`config.mk`:
```
export PLATFORM = sky130hd
export DESIGN_NAME = clk_ratio_seq
export DESIGN_NICKNAME = d
export VERILOG_FILES = /design/src/rtl/crs_pkg.sv /design/src/rtl/crs_edge_watch.sv /design/src/rtl/crs_frame_meter.sv /design/src/rtl/crs_ratio_classify.sv /design/src/rtl/crs_power_seq.sv /design/src/rtl/clk_ratio_seq.sv
export SDC_FILE = /design/constraint.sdc
export NUM_CORES = 1
export LEC_CHECK = 0
export ABC_AREA = 1
export BUFFER_PORTS_ARGS = -buffer_cell sky130_fd_sc_hd__buf_4
export CAP_MARGIN = 20
export CORE_MARGIN = 2
export CORE_UTILIZATION = 35
export DETAILED_ROUTE_END_ITERATION = 16
export GPL_ROUTABILITY_DRIVEN = 0
export PLACE_DENSITY_LB_ADDON = 0.25
export RECOVER_POWER = 100
export SKIP_LAST_GASP = 1
export SYNTH_ARGS = -nofsm -noshare
export SYNTH_HDL_FRONTEND = slang
export SYNTH_SLANG_ARGS = --single-unit
export TNS_END_PERCENT = 20
```
`constraint.sdc`:
```
create_clock -name clk_ref -period 2.4 [get_ports clk_ref]
set_input_delay 0.12 -clock clk_ref [delete_from_list [all_inputs] [get_ports clk_ref]]
set_output_delay 0.12 -clock clk_ref [all_outputs]
set_load 0.02 [all_outputs]
```
`src/rtl/crs_pkg.sv`:
```
package crs_pkg;

   localparam int         NUM_RATIOS = 10;
   localparam logic [3:0] CODE_NONE  = 4'hF;

   typedef enum logic [1:0] {
      SPD_SINGLE = 2'd0,
      SPD_DOUBLE = 2'd1,
      SPD_QUAD   = 2'd2,
      SPD_NONE   = 2'd3
   } speed_t;

   typedef enum logic [2:0] {
      PS_OFF,
      PS_DETECT,
      PS_REFUP,
      PS_SETTLE,
      PS_RUN
   } pstate_t;

   // legal master-to-frame ratios, ascending; the index is the output code
   function automatic int ratio_of(input int idx);
      case (idx)
         0:       return 64;
         1:       return 96;
         2:       return 128;
         3:       return 192;
         4:       return 256;
         5:       return 384;
         6:       return 512;
         7:       return 768;
         8:       return 1024;
         default: return 1152;
      endcase
   endfunction

endpackage

```
`src/rtl/crs_edge_watch.sv`:
```
module crs_edge_watch #(
   parameter int SYNC_STAGES = 2,
   parameter int ABSENT_CYC  = 40000
) (
   input  logic clk,
   input  logic rst_n,
   input  logic sig_in,
   output logic rise,
   output logic alive
);
   localparam int TW = $clog2(ABSENT_CYC + 1);

   logic [SYNC_STAGES-1:0] chain;
   logic                   last;
   logic                   synced;
   logic                   toggle;
   logic [TW-1:0]          timer;

   // synchronizer depth picks the variant
   if (SYNC_STAGES == 1) begin : g_one
      always_ff @(posedge clk or negedge rst_n) begin
         if (!rst_n) chain <= '0;
         else        chain <= sig_in;
      end
   end else begin : g_many
      always_ff @(posedge clk or negedge rst_n) begin
         if (!rst_n) chain <= '0;
         else        chain <= {chain[SYNC_STAGES-2:0], sig_in};
      end
   end

   assign synced = chain[SYNC_STAGES-1];
   assign toggle = synced ^ last;
   assign rise   = synced & ~last;
   assign alive  = (timer != '0);

   always_ff @(posedge clk or negedge rst_n) begin
      if (!rst_n) begin
         last  <= 1'b0;
         timer <= '0;
      end else begin
         last <= synced;
         if (toggle)
            timer <= TW'(ABSENT_CYC);
         else if (timer != '0)
            timer <= timer - 1'b1;
      end
   end

endmodule

```
`src/rtl/crs_frame_meter.sv`:
```
module crs_frame_meter #(
   parameter int CW = 17
) (
   input  logic          clk,
   input  logic          rst_n,
   input  logic          present,
   input  logic          mck_rise,
   input  logic          frm_rise,
   output logic          done,
   output logic [CW-1:0] mck_cnt,
   output logic [CW-1:0] ref_cnt
);
   localparam logic [CW-1:0] CNT_MAX = '1;

   logic          armed;
   logic [CW-1:0] mck_acc;
   logic [CW-1:0] ref_acc;

   always_ff @(posedge clk or negedge rst_n) begin
      if (!rst_n) begin
         armed   <= 1'b0;
         done    <= 1'b0;
         mck_acc <= '0;
         ref_acc <= '0;
         mck_cnt <= '0;
         ref_cnt <= '0;
      end else begin
         done <= 1'b0;
         if (frm_rise) begin
            // close the frame; this cycle opens the next one
            done    <= armed;
            mck_cnt <= mck_acc;
            ref_cnt <= ref_acc;
            mck_acc <= mck_rise ? CW'(1) : '0;
            ref_acc <= CW'(1);
            armed   <= 1'b1;
         end else begin
            if (!present) armed <= 1'b0;
            if (mck_rise && mck_acc != CNT_MAX) mck_acc <= mck_acc + 1'b1;
            if (ref_acc != CNT_MAX)             ref_acc <= ref_acc + 1'b1;
         end
      end
   end

endmodule

```
`src/rtl/crs_ratio_classify.sv`:
```
module crs_ratio_classify
   import crs_pkg::*;
#(
   parameter int CW     = 17,
   parameter int TOL    = 2,
   parameter int QD_LIM = 746,
   parameter int DS_LIM = 1492
) (
   input  logic [CW-1:0] mck_cnt,
   input  logic [CW-1:0] ref_cnt,
   output logic [3:0]    code,
   output speed_t        speed
);
   localparam logic [CW-1:0] QD_CYC = CW'(QD_LIM);
   localparam logic [CW-1:0] DS_CYC = CW'(DS_LIM);

   logic [NUM_RATIOS-1:0] hit;

   for (genvar i = 0; i < NUM_RATIOS; i++) begin : g_win
      localparam logic [CW-1:0] LO = CW'(ratio_of(i) - TOL);
      localparam logic [CW-1:0] HI = CW'(ratio_of(i) + TOL);
      assign hit[i] = (mck_cnt >= LO) && (mck_cnt <= HI);
   end

   always_comb begin
      code = CODE_NONE;
      for (int i = NUM_RATIOS - 1; i >= 0; i--) begin
         if (hit[i]) code = 4'(i);
      end
   end

   always_comb begin
      case (code)
         4'd0, 4'd1: speed = SPD_QUAD;
         4'd2, 4'd3: speed = (ref_cnt < QD_CYC) ? SPD_QUAD : SPD_DOUBLE;
         4'd4, 4'd5: speed = (ref_cnt < DS_CYC) ? SPD_DOUBLE : SPD_SINGLE;
         4'd6, 4'd7,
         4'd8, 4'd9: speed = SPD_SINGLE;
         default:    speed = SPD_NONE;
      endcase
   end

endmodule

```
`src/rtl/crs_power_seq.sv`:
```
module crs_power_seq
   import crs_pkg::*;
#(
   parameter int REF_FRAMES    = 2,
   parameter int SETTLE_FRAMES = 2000
) (
   input  logic       clk,
   input  logic       rst_n,
   input  logic       present,
   input  logic       frame_done,
   input  logic [3:0] code_in,
   input  speed_t     speed_in,
   output logic [3:0] ratio_code,
   output logic [1:0] speed_mode,
   output logic       ref_en,
   output logic       conv_en,
   output logic       force_zero,
   output logic       audio_en
);
   localparam int            FW    = $clog2(SETTLE_FRAMES + 1);
   localparam logic [FW-1:0] REF_N = FW'(REF_FRAMES);
   localparam logic [FW-1:0] SET_N = FW'(SETTLE_FRAMES);

   pstate_t       state;
   logic [FW-1:0] cnt;
   logic [FW-1:0] cnt_nx;
   logic [3:0]    code_q;
   speed_t        speed_q;
   logic          changed;

   assign cnt_nx  = cnt + 1'b1;
   assign changed = (code_in != code_q) || (speed_in != speed_q);

   always_ff @(posedge clk or negedge rst_n) begin
      if (!rst_n) begin
         state   <= PS_OFF;
         cnt     <= '0;
         code_q  <= CODE_NONE;
         speed_q <= SPD_NONE;
      end else if (!present) begin
         state   <= PS_OFF;
         code_q  <= CODE_NONE;
         speed_q <= SPD_NONE;
      end else begin
         case (state)
            PS_OFF: state <= PS_DETECT;
            PS_DETECT: begin
               if (frame_done && code_in != CODE_NONE) begin
                  code_q  <= code_in;
                  speed_q <= speed_in;
                  cnt     <= '0;
                  state   <= PS_REFUP;
               end
            end
            default: begin
               if (frame_done) begin
                  if (changed) begin
                     state   <= PS_DETECT;
                     code_q  <= CODE_NONE;
                     speed_q <= SPD_NONE;
                  end else begin
                     if (cnt != SET_N) cnt <= cnt_nx;
                     if (state == PS_REFUP && cnt_nx == REF_N) state <= PS_SETTLE;
                     if (state != PS_RUN && cnt_nx == SET_N)   state <= PS_RUN;
                  end
               end
            end
         endcase
      end
   end

   assign ratio_code = code_q;
   assign speed_mode = speed_q;
   assign ref_en     = (state == PS_REFUP) || (state == PS_SETTLE) || (state == PS_RUN);
   assign conv_en    = (state == PS_SETTLE) || (state == PS_RUN);
   assign audio_en   = (state == PS_RUN);
   assign force_zero = (state != PS_RUN);

endmodule

```
`src/rtl/clk_ratio_seq.sv`:
```
module clk_ratio_seq
   import crs_pkg::*;
#(
   parameter int REF_HZ        = 100_000_000,
   parameter int SPLIT_QD_HZ   = 134_000,
   parameter int SPLIT_DS_HZ   = 67_000,
   parameter int ABSENT_CYC    = 40_000,
   parameter int SYNC_STAGES   = 2,
   parameter int RATIO_TOL     = 2,
   parameter int REF_FRAMES    = 2,
   parameter int SETTLE_FRAMES = 2000
) (
   input  logic       clk_ref,
   input  logic       rst_n,
   input  logic       mst_clk_in,
   input  logic       frame_clk_in,
   output logic [3:0] ratio_code,
   output logic [1:0] speed_mode,
   output logic       ref_en,
   output logic       conv_en,
   output logic       force_zero,
   output logic       audio_en
);
   localparam int CW     = $clog2(2 * ABSENT_CYC + 2);
   localparam int QD_LIM = REF_HZ / SPLIT_QD_HZ;
   localparam int DS_LIM = REF_HZ / SPLIT_DS_HZ;

   // elaboration-time parameter checks
   if (SYNC_STAGES < 1) begin : g_bad_sync
      $error("SYNC_STAGES must be at least 1");
   end
   if (RATIO_TOL < 0 || RATIO_TOL > 15) begin : g_bad_tol
      $error("RATIO_TOL must lie in 0..15 so windows stay disjoint");
   end
   if (REF_FRAMES < 1 || REF_FRAMES >= SETTLE_FRAMES) begin : g_bad_seq
      $error("REF_FRAMES must be at least 1 and below SETTLE_FRAMES");
   end
   if (DS_LIM <= QD_LIM) begin : g_bad_split
      $error("SPLIT_DS_HZ must be below SPLIT_QD_HZ");
   end
   if (DS_LIM >= (1 << CW) || 1154 + RATIO_TOL >= (1 << CW)) begin : g_bad_width
      $error("ABSENT_CYC too small for the ratio and rate limits");
   end

   logic          mck_rise, mck_alive;
   logic          frm_rise, frm_alive;
   logic          present;
   logic          frame_done;
   logic [CW-1:0] mck_cnt, ref_cnt;
   logic [3:0]    code_w;
   speed_t        speed_w;

   crs_edge_watch #(.SYNC_STAGES(SYNC_STAGES), .ABSENT_CYC(ABSENT_CYC)) mck_watch_i (
      .clk(clk_ref), .rst_n(rst_n), .sig_in(mst_clk_in),
      .rise(mck_rise), .alive(mck_alive)
   );

   crs_edge_watch #(.SYNC_STAGES(SYNC_STAGES), .ABSENT_CYC(ABSENT_CYC)) frm_watch_i (
      .clk(clk_ref), .rst_n(rst_n), .sig_in(frame_clk_in),
      .rise(frm_rise), .alive(frm_alive)
   );

   assign present = mck_alive & frm_alive;

   crs_frame_meter #(.CW(CW)) meter_i (
      .clk(clk_ref), .rst_n(rst_n), .present(present),
      .mck_rise(mck_rise), .frm_rise(frm_rise),
      .done(frame_done), .mck_cnt(mck_cnt), .ref_cnt(ref_cnt)
   );

   crs_ratio_classify #(.CW(CW), .TOL(RATIO_TOL), .QD_LIM(QD_LIM), .DS_LIM(DS_LIM)) classify_i (
      .mck_cnt(mck_cnt), .ref_cnt(ref_cnt), .code(code_w), .speed(speed_w)
   );

   crs_power_seq #(.REF_FRAMES(REF_FRAMES), .SETTLE_FRAMES(SETTLE_FRAMES)) seq_i (
      .clk(clk_ref), .rst_n(rst_n), .present(present), .frame_done(frame_done),
      .code_in(code_w), .speed_in(speed_w),
      .ratio_code(ratio_code), .speed_mode(speed_mode),
      .ref_en(ref_en), .conv_en(conv_en),
      .force_zero(force_zero), .audio_en(audio_en)
   );

endmodule

```
== After elaboration in Yosys (flattened, before gate mapping) ==
Cells that the tools add are included.
Cells by class
  bitwise logic cells: 8
  reductions and logical operators: 35
  add/sub/neg operators: 5
  magnitude comparators: 22
  mux-type cells: 47
  eq/ne operators: 31
Operators with widths (number)
  $mux 17: 4
  $mux 16: 4
  $mux 4: 12
  $mux 11: 4
  $add 17x1->17 const B: 2
  $ge 17x10->1 const B: 2
  $ge 17x7->1 const B: 2
  $ge 17x8->1 const B: 2
  $ge 17x9->1 const B: 2
  $le 17x10->1 const B: 2
  $le 17x11->1 const B: 2
  $le 17x7->1 const B: 2
  $le 17x8->1 const B: 2
  $le 17x9->1 const B: 2
  $ne 17x17->1 const B: 2
  $reduce_bool 16->1: 2
  $sub 16x1->16 const B: 2
  $mux 3: 8
  $pmux 11 s2: 1
  $ge 17x11->1 const B: 1
  $ge 17x6->1 const B: 1
  $lt 17x10->1 const B: 1
  $lt 17x11->1 const B: 1
  $eq 4x3->1 const B: 4
  39 further kinds: 81
Word-level totals
  input bits: 4
  logic and storage cells: 164
  register bits: 128
  output and inout bits: 10

== Logic depth before layout (Yosys ltp) ==
Gate-level depths: netlist of run 1.
  depth after elaboration: 21
  gate-level depth with buffers: 22
  mapped depth without buffers: 20

== Hierarchy ==
A second synthesis of run 1 with hierarchy kept.
Second synthesis, totals
  cells, all modules: 1102
  area, all modules: 7857.5 sq um
Modules (own cells, without submodules)
  crs_frame_meter: area each 3230.6 sq um, times used 1, seq. area each 1751.7 sq um, cells each 396
  crs_edge_watch: area each 1127.3 sq um, times used 2, seq. area each 475.5 sq um, cells each 146
  crs_power_seq: area each 1662.8 sq um, times used 1, seq. area each 508.0 sq um, cells each 262
  crs_ratio_classify: area each 701.9 sq um, times used 1, seq. area each 0.0 sq um, cells each 150
  clk_ratio_seq: area each 7.5 sq um, times used 1, seq. area each 0.0 sq um, cells each 2

== Worst setup path before layout of run 1 ==
Ideal clock, no wire load.
  path kind: reg-to-reg
  start: register meter_i.mck_cnt[11]
  end: register seq_i.cnt[2]
  clock period less this slack: 2.223 ns
  buffers on the path: 2
  required time: 2.283 ns
  setup time: 0.117 ns
  arrival: 2.106 ns
  path slack: 0.177 ns
  cell stages (with the launch flop): 19
  cells stage by stage: dfrtp_1 -> nor2_2 -> nand3_1 -> nor2_4 -> buf_6 -> nand2_1 -> nand2_2 -> nand2_2 -> nor2_2 -> nand3_2 -> nand3_1 -> nand2_1 -> nor2_8 -> nand3_2 -> nand2_2 -> nand2_2 -> buf_6 -> nand2_1 -> nand2_1
Between the ends
  longest elaborated chain between the ends: 19
  elaborated cells on any way between the ends: 63
  classes of those cells: 20 x order compare; 14 x eq/ne; 11 x mux; 18 x reduce/logical
RTL lines
  start: declaration: RTL line crs_frame_meter.sv:10  | output logic [CW-1:0] mck_cnt,
  start signal: assignment: RTL line crs_frame_meter.sv:32  | mck_cnt <= mck_acc;
  $ge 17x11->1 or $le 17x11->1 (tied branches): RTL line crs_ratio_classify.sv:22  | assign hit[i] = (mck_cnt >= LO) && (mck_cnt <= HI);
  $logic_and 1x1->1: RTL line crs_ratio_classify.sv:22
  $mux 3 (2 in series): RTL line crs_ratio_classify.sv:28  | if (hit[i]) code = 4'(i);
  $mux 4 (7 in series): RTL line crs_ratio_classify.sv:28
  $mux 4 *: RTL line crs_ratio_classify.sv:28
  $eq 4x3->1 (tied with other cells): RTL line crs_ratio_classify.sv:33  | case (code)
  $reduce_or 4->1 or $reduce_or 2->1 (tied branches): RTL line crs_ratio_classify.sv:33
  $pmux 2 s4: RTL line crs_ratio_classify.sv:33
  $ne 2x2->1: RTL line crs_power_seq.sv:32  | assign changed = (code_in != code_q) || (speed_in != speed_q);
  $logic_or 1x1->1: RTL line crs_power_seq.sv:32
  $ne 2x2->1 (no line)
  $reduce_and 6->1 (no line) *
  end signal: assignment: RTL line crs_power_seq.sv:62  | if (cnt != SET_N) cnt <= cnt_nx;
  end: declaration: RTL line crs_power_seq.sv:25  | logic [FW-1:0] cnt;
Mark *: on every way between the ends. The rest lies on a longest branch, timed or not.
A chain may end at the register's enable or synchronous reset.

== Worst setup path after layout of run 1 ==
  start: register meter_i.mck_cnt[16]
  end: register seq_i.cnt[5]
The elaborated chain is that of the path after synthesis.

==> metrics, run 1 <==
Num CTS Buffers=17; crit path time final=2400 ps; clk root buf=clkbuf_16; initial antenna violation count=0; Syn Area/Cell=7.25 sq um; die area=22600 sq um; kind of critical path=reg2reg; #FFs+latches synth=127; Warnings, synthesis=0; Critical Path AT=2760 ps; Max Cap Viol=1; pwr dens=788 nW/um^2; Period Utilization, post-route=1.00; GRT overflow=0; vias in the first global route=6487; Leak=4.49 nW; Finished Layout Cells=1394; Ant. Diodes=0; sequential share of the synthesized area=0.426; DRT antenna net count=0; ys flop type=dfrtp_1; area grow syn2layout=21.8%; # rows=53; CTS tree=done; placed cell count=1356; # port buffers=13; # IOs=14; clk_lat worst skew=430 ps; f_max=416 MHz; Largest delay share family, worst path=simple AND/OR/NAND/NOR gates; Critical Path RT=2750 ps; Slowest-stage cell, CP=dfrtp_1; fin. max-slew vios=76; worst stage delay on the critical path=370 ps; Initial Util=0.356; Synth top area share=0.405; synthesized instance count=1033; H-tree Lvls=4; die extent in x=150 um; worst slew pin tran=1900 ps; ys async rst share=1.00; CP Launch Type=flip-flop; Synth top cells by count=nand2_1, inv_1, dfrtp_1; worst IR drop on VDD=0.000532 V; Die H=150 um; total power=7.19 mW; Worst slew margin=-0.268; Via Count=6807; worst setup margin=-2.46 ps; Critical Path End Type=flip-flop; Clock Sinks=127; Synth cell types=53; CTS Buffer Depth=2; crit path cell chain=nor2_1 > nand2_2 > nor3_4 > buf_4 > nand3_1 > nand2_2 > nor2_4 > nand3_4 > nand2_1 > nand2_1 > nand2_4 > nor2_8 > nand3_4 > nand2_4 > buf_4 > nand3b_1 > nand2_1; Post-synth EDFFs=0; run status=complete, but fails checks; failing checks=max-capacitance violations, max-slew violations, negative setup slack; final WL=17.5 mm; syn nets=1049; first-pass GRT wire length=30.0 mm; GRT Overall Usage=0.164; final hold vios=0; top cells by area, synth=dfrtp_1, nand2_1, inv_1; Avg Vias per Cell=4.88; Avg WL per Cell=12.6 um; Final nets=1122; Worst Path Buf+Inv=2; DP HPWL=12.6 mm; Initial DRC Count=385; layout cells sized above 1=0.168; core area=21000 sq um; Min-Delay Path Class=reg2reg; Critical Path Most Common Cell=nand2_1; area leader, netlist=dfrtp_1; Syn Std Cell Area=7480 sq um; Reg clk slew, reported paths=60 ps; largest net degree at the start of global routing=76; most used standard cell by instance count after synthesis=nand2_1; Detailed Routing Iterations Pass 1=5; drt drc=0; RSZ-0062 raised after global routing=yes; final setup fails=1; skew final=16.3 ps; CP max FO=6
metal layers:
layer | share of wire | global-route usage
met2 | 0.46 | 0.264
met1 | 0.49 | 0.222
met5 | 0 | 0
met3 | 0.029 | 0.0321
met4 | 0.015 | 0.0533
repair_timing:
item | in CTS | in global routing
gates resized for setup | 18 | 40
buffers inserted | 1 | 1
endpoints found under the hold margin | 69 | 0
gates cloned | 1 | 0
pin swaps | 5 | 28
hold buffers | 3 | 0
setup endpoints to repair | 20 | 30
sequential cells by signal, indices dropped and copies added (netlist names):
| name | flops |
|---|---|
| seq_i.state | 3 |
| seq_i.speed_mode | 2 |
| frm_watch_i.last | 1 |
| mck_watch_i.chain | 2 |
| seq_i.cnt | 11 |
| meter_i.done | 1 |
| mck_watch_i.timer | 16 |
| meter_i.mck_cnt | 17 |
| frm_watch_i.chain | 2 |
| meter_i.armed | 1 |
| frm_watch_i.timer | 16 |
| meter_i.ref_acc | 17 |
| meter_i.ref_cnt | 16 |
| seq_i.ratio_code | 4 |
| mck_watch_i.last | 1 |
| meter_i.mck_acc | 17 |
final timing paths:
path / startpoint / end / slack, ps / cells past startpoint
max in group asynchronous: rst_n / frm_watch_i.timer[13] / 420 / 3
hold reg to reg: mck_watch_i.chain[0] / mck_watch_i.chain[1] / 350 / 0
hold / removal: mck_watch_i.chain[0] / mck_watch_i.chain[1] / 350 / 0
setup / recovery: meter_i.mck_cnt[16] / seq_i.cnt[5] / -2 / 17
min in group asynchronous: rst_n / meter_i.ref_acc[16] / 740 / 2
setup reg to reg: meter_i.mck_cnt[16] / seq_i.cnt[5] / -2 / 17
per-stage QoR:
step	hold slack, ps	setup TNS, ps	util	setup WS [ps]	cell area, sq um
floorplan	-176	0	-	177	7480
global placement	208	-2100	0.393	-126	8270
detailed placement	206	-2030	0.393	-166	8270
CTS	321	0	0.430	2.49	9030
global route	365	-5350	0.434	-199	9120
finish	351	-2.46	0.434	-2.46	9120
power breakdown:
group	total, mW	switching [mW]	leakage (nW)	internal, mW
logic	1.60	1.02	2.53	0.579
registers	2.70	0.279	1.64	2.42
clock network	2.90	0.994	0.320	1.90
cell type report:
type | instances | area (sq um)
Inverter | 149 | 564
Clock inverter | 13 | 210
Multi-Input combinational cell | 738 | 3820
Fill cell | 2115 | 11900
Tap cell | 275 | 344
Clock buffer | 19 | 453
Sequential cell | 127 | 3190
Timing Repair Buffer | 73 | 541
cells by family after synthesis:
family	count (synthesis)	share of synthesized area
xor+xnor	10	0.0117
buf+inv	169	0.0906
flops	127	0.426
fa+ha+maj	12	0.0201
compound gates	144	0.106
simple gates	571	0.346
cell usage in the layout (no fill, tap or decap), drive strengths merged, types with 2 or more instances in the layout:
master and count:
nand2 281, inv 148, dfrtp 121, nor2 117
nand3 95, o21ai 72, buf 56, a21oi 49
nor3 37, clkbuf 33, nand4 26, ha 12
xor2 9, clkinv 7, dfstp 6, nand3b 5
bufinv 5, a31oi 4, o221ai 3, a211o 3
dlygate4sd3 3, a21o 2, or2 2, nor4 2
and3 2, nor3b 2, o21a 2, o31ai 2
clkinvlp 2
Note: power is estimated with default switching activity, not from simulation.
==> run 2: changes to the inputs <==
Clock period 2.4 ns to 2.7 ns, I/O delays scaled along.
==> run 2 against run 1 <==
  * The flow now finishes without violations
  * Sequential power down 10%
  * Critical path depth down 1
  * Global-route usage down 0.23 points
  * Maximum frequency down 6.9%
  * Critical path type unchanged
  * Highest routed layer unchanged
==> metrics, run 2 (synthesis results as in run 1) <==
run status=completed; Worst setup endpoint=seq_i.speed_mode[0]; Slowest-stage cell, CP=dfrtp_2; core area=21000 sq um (unchanged); CTS tree=done; Critical Path AT=2940 ps (+180 ps); clk root buf=clkbuf_16; largest net degree at the start of global routing=65 (-14%); Min-Delay Path Class=reg2reg; Final nets=1085 (-3.3%); clk_lat worst skew=430 ps (about the same); area grow syn2layout=15.7%; crit path cell chain=inv_2 > nand2_2 > nor2_2 > nand2_1 > nand2_1 > nand2_1 > nand2_1 > nand2_2 > nor2_4 > nand3_4 > nand3_1 > o221ai_1 > inv_1 > nand2_2 > nand2_1 > nand2_1; Worst slew margin=0.0238 (+0.292); layout cells sized above 1=0.120 (-0.0479); Critical Path Most Common Cell=nand2_1; WP depth=16 (-1); crit path time final=2580 ps (+179 ps); hold_sp=mck_watch_i.chain[0]; Ant. Diodes=0 (unchanged); GRT Overall Usage=0.162 (-0.00226); Initial DRC Count=363 (-5.7%); CTS Buffer Depth=2 (unchanged); Register-to-Register Path Depth=16 (-1); wl on met1=8.64 mm (about the same); f_max=387 MHz (-6.9%); # port buffers=13 (unchanged); drt drc=0 (unchanged); Critical Path End Type=flip-flop; first-pass GRT wire length=29.6 mm (-1.4%); placed cell count=1316 (-2.9%); Die H=150 um (unchanged); metal3 WL=585 um (+17%); Core Util, Final=0.412 (-0.0218); commonest non-fill, non-tap cell in the layout=nand2_1; Reg clk slew, reported paths=60 ps (about the same); Detailed Routing Iterations Pass 1=5 (unchanged); Avg WL per Cell=12.6 um (-0.11%); CP max FO=7 (+1); Clock Sinks=127 (unchanged); worst slew pin tran=1460 ps (-438 ps); Num CTS Buffers=17 (unchanged); Worst Path Buf+Inv=2 (unchanged); final hold vios=0 (unchanged); # IOs=14 (unchanged); most frequent cells in the layout=nand2_1, inv_1, dfrtp_1, nor2_1, nand3_1; RSZ-0062 raised after global routing=yes; Largest delay share family, worst path=simple AND/OR/NAND/NOR gates; pwr dens=706 nW/um^2 (-10%); die area=22600 sq um (unchanged); die extent in x=150 um (unchanged); worst IR drop on VDD=0.000324 V (-39%); hold slack=348 ps (-2.76 ps); CP Launch Point=meter_i.mck_cnt[5]; Top Metal Used=met4; # rows=53 (unchanged); GRT overflow=0 (unchanged); R2R setup slack=120 ps (+120 ps); DRT antenna net count=0 (unchanged); met2 wire length=7.45 mm (-8.0%); Finished Layout Cells=1357 (-2.7%); skew final=12.5 ps (-3.81 ps); initial antenna violation count=0 (unchanged); capturing point of the worst reg2reg path=seq_i.speed_mode[0]; Top Registers=meter_i.mck_acc x17, meter_i.mck_cnt x17, meter_i.ref_acc x17; H-tree Lvls=4 (unchanged); fin. max-slew vios=0 (-100%); DP HPWL=12.4 mm (-1.6%); Max Cap Viol=0 (-1); worst stage delay on the critical path=440 ps (+70 ps); vias in the first global route=6285 (-3.1%); final WL=17.0 mm (-2.8%); Critical Path RT=3060 ps (+310 ps); Initial Util=0.356 (unchanged); CP Launch Type=flip-flop; total power=6.11 mW (-15%); Via Count=6590 (-3.2%); Period Utilization, post-route=0.956 (-0.0449); Leak=4.24 nW (-5.7%); worst reg2reg path startpoint=meter_i.mck_cnt[5]; kind of critical path=reg2reg; Avg Vias per Cell=4.86 (-0.55%); final setup fails=0 (-1)
run 2: changes by cell type in the layout (fill, tap and decap cells not counted), moves of 4 or more:
| cell | delta |
|---|---|
| nand3_1 | +5 |
| nand2_2 | -10 |
| clkinvlp_4 | +4 |
| nand2_4 | -5 |
| dfstp_1 | -4 |
| buf_4 | -35 |
| nand2_1 | +14 |
| dfstp_2 | +4 |
run 2: worst min-delay path by stage:
| stage | endpoint | slack (ps) | cells past startpoint |
|---|---|---|---|
| floorplan | frm_watch_i.chain[0] | -160 | 0 |
| global placement | meter_i.ref_acc[0] | 140 | 1 |
| detailed placement | meter_i.ref_acc[0] | 150 | 1 |
| CTS | meter_i.ref_acc[0] | 260 | 2 |
| global route | mck_watch_i.chain[1] | 360 | 0 |
| finish | mck_watch_i.chain[1] | 350 | 0 |
run 2: layout make-up:
class                           instances  area [sq um]
Inverter                              149           564
Multi-Input combinational cell        737          3680
Tap cell                              275           344
Timing Repair Buffer                   37           256
Clock inverter                         12           161
Sequential cell                       127          3190
Fill cell                            2159         12400
Clock buffer                           20           457
run 2: report_power, final:
group / switching, mW / total (mW) / internal (mW)
registers: 0.258 / 2.42 / 2.16
logic: 0.841 / 1.31 / 0.472
clock network: 0.877 / 2.38 / 1.50
run 2: repair_timing:
action	4_1_cts	5_1_grt
setup endpoints to repair	0	22
resized for setup	0	24
hold endpoints to repair	51	0
hold buffers	3	0
buffers inserted	0	6
run 2: routing by layer:
metal,vias to the layer above,global-route usage
met4,0,0.0604
met5,-,0
li1,3431,-
met3,23,0.0333
met1,3027,0.228
met2,109,0.245
run 2: per-stage QoR:
| stage | setup TNS (ps) | setup slack (ps) | instance area [sq um] |
|---|---|---|---|
| 3_5_place_dp | 0 | 41.6 | 7960 |
| 3_3_place_gp | 0 | 57.2 | 7960 |
| 2_1_floorplan | 0 | 477 | 7480 |
| 4_1_cts | 0 | 8.78 | 8600 |
| 5_1_grt | -410 | -66.3 | 8660 |
| 6_report | 0 | 119 | 8660 |
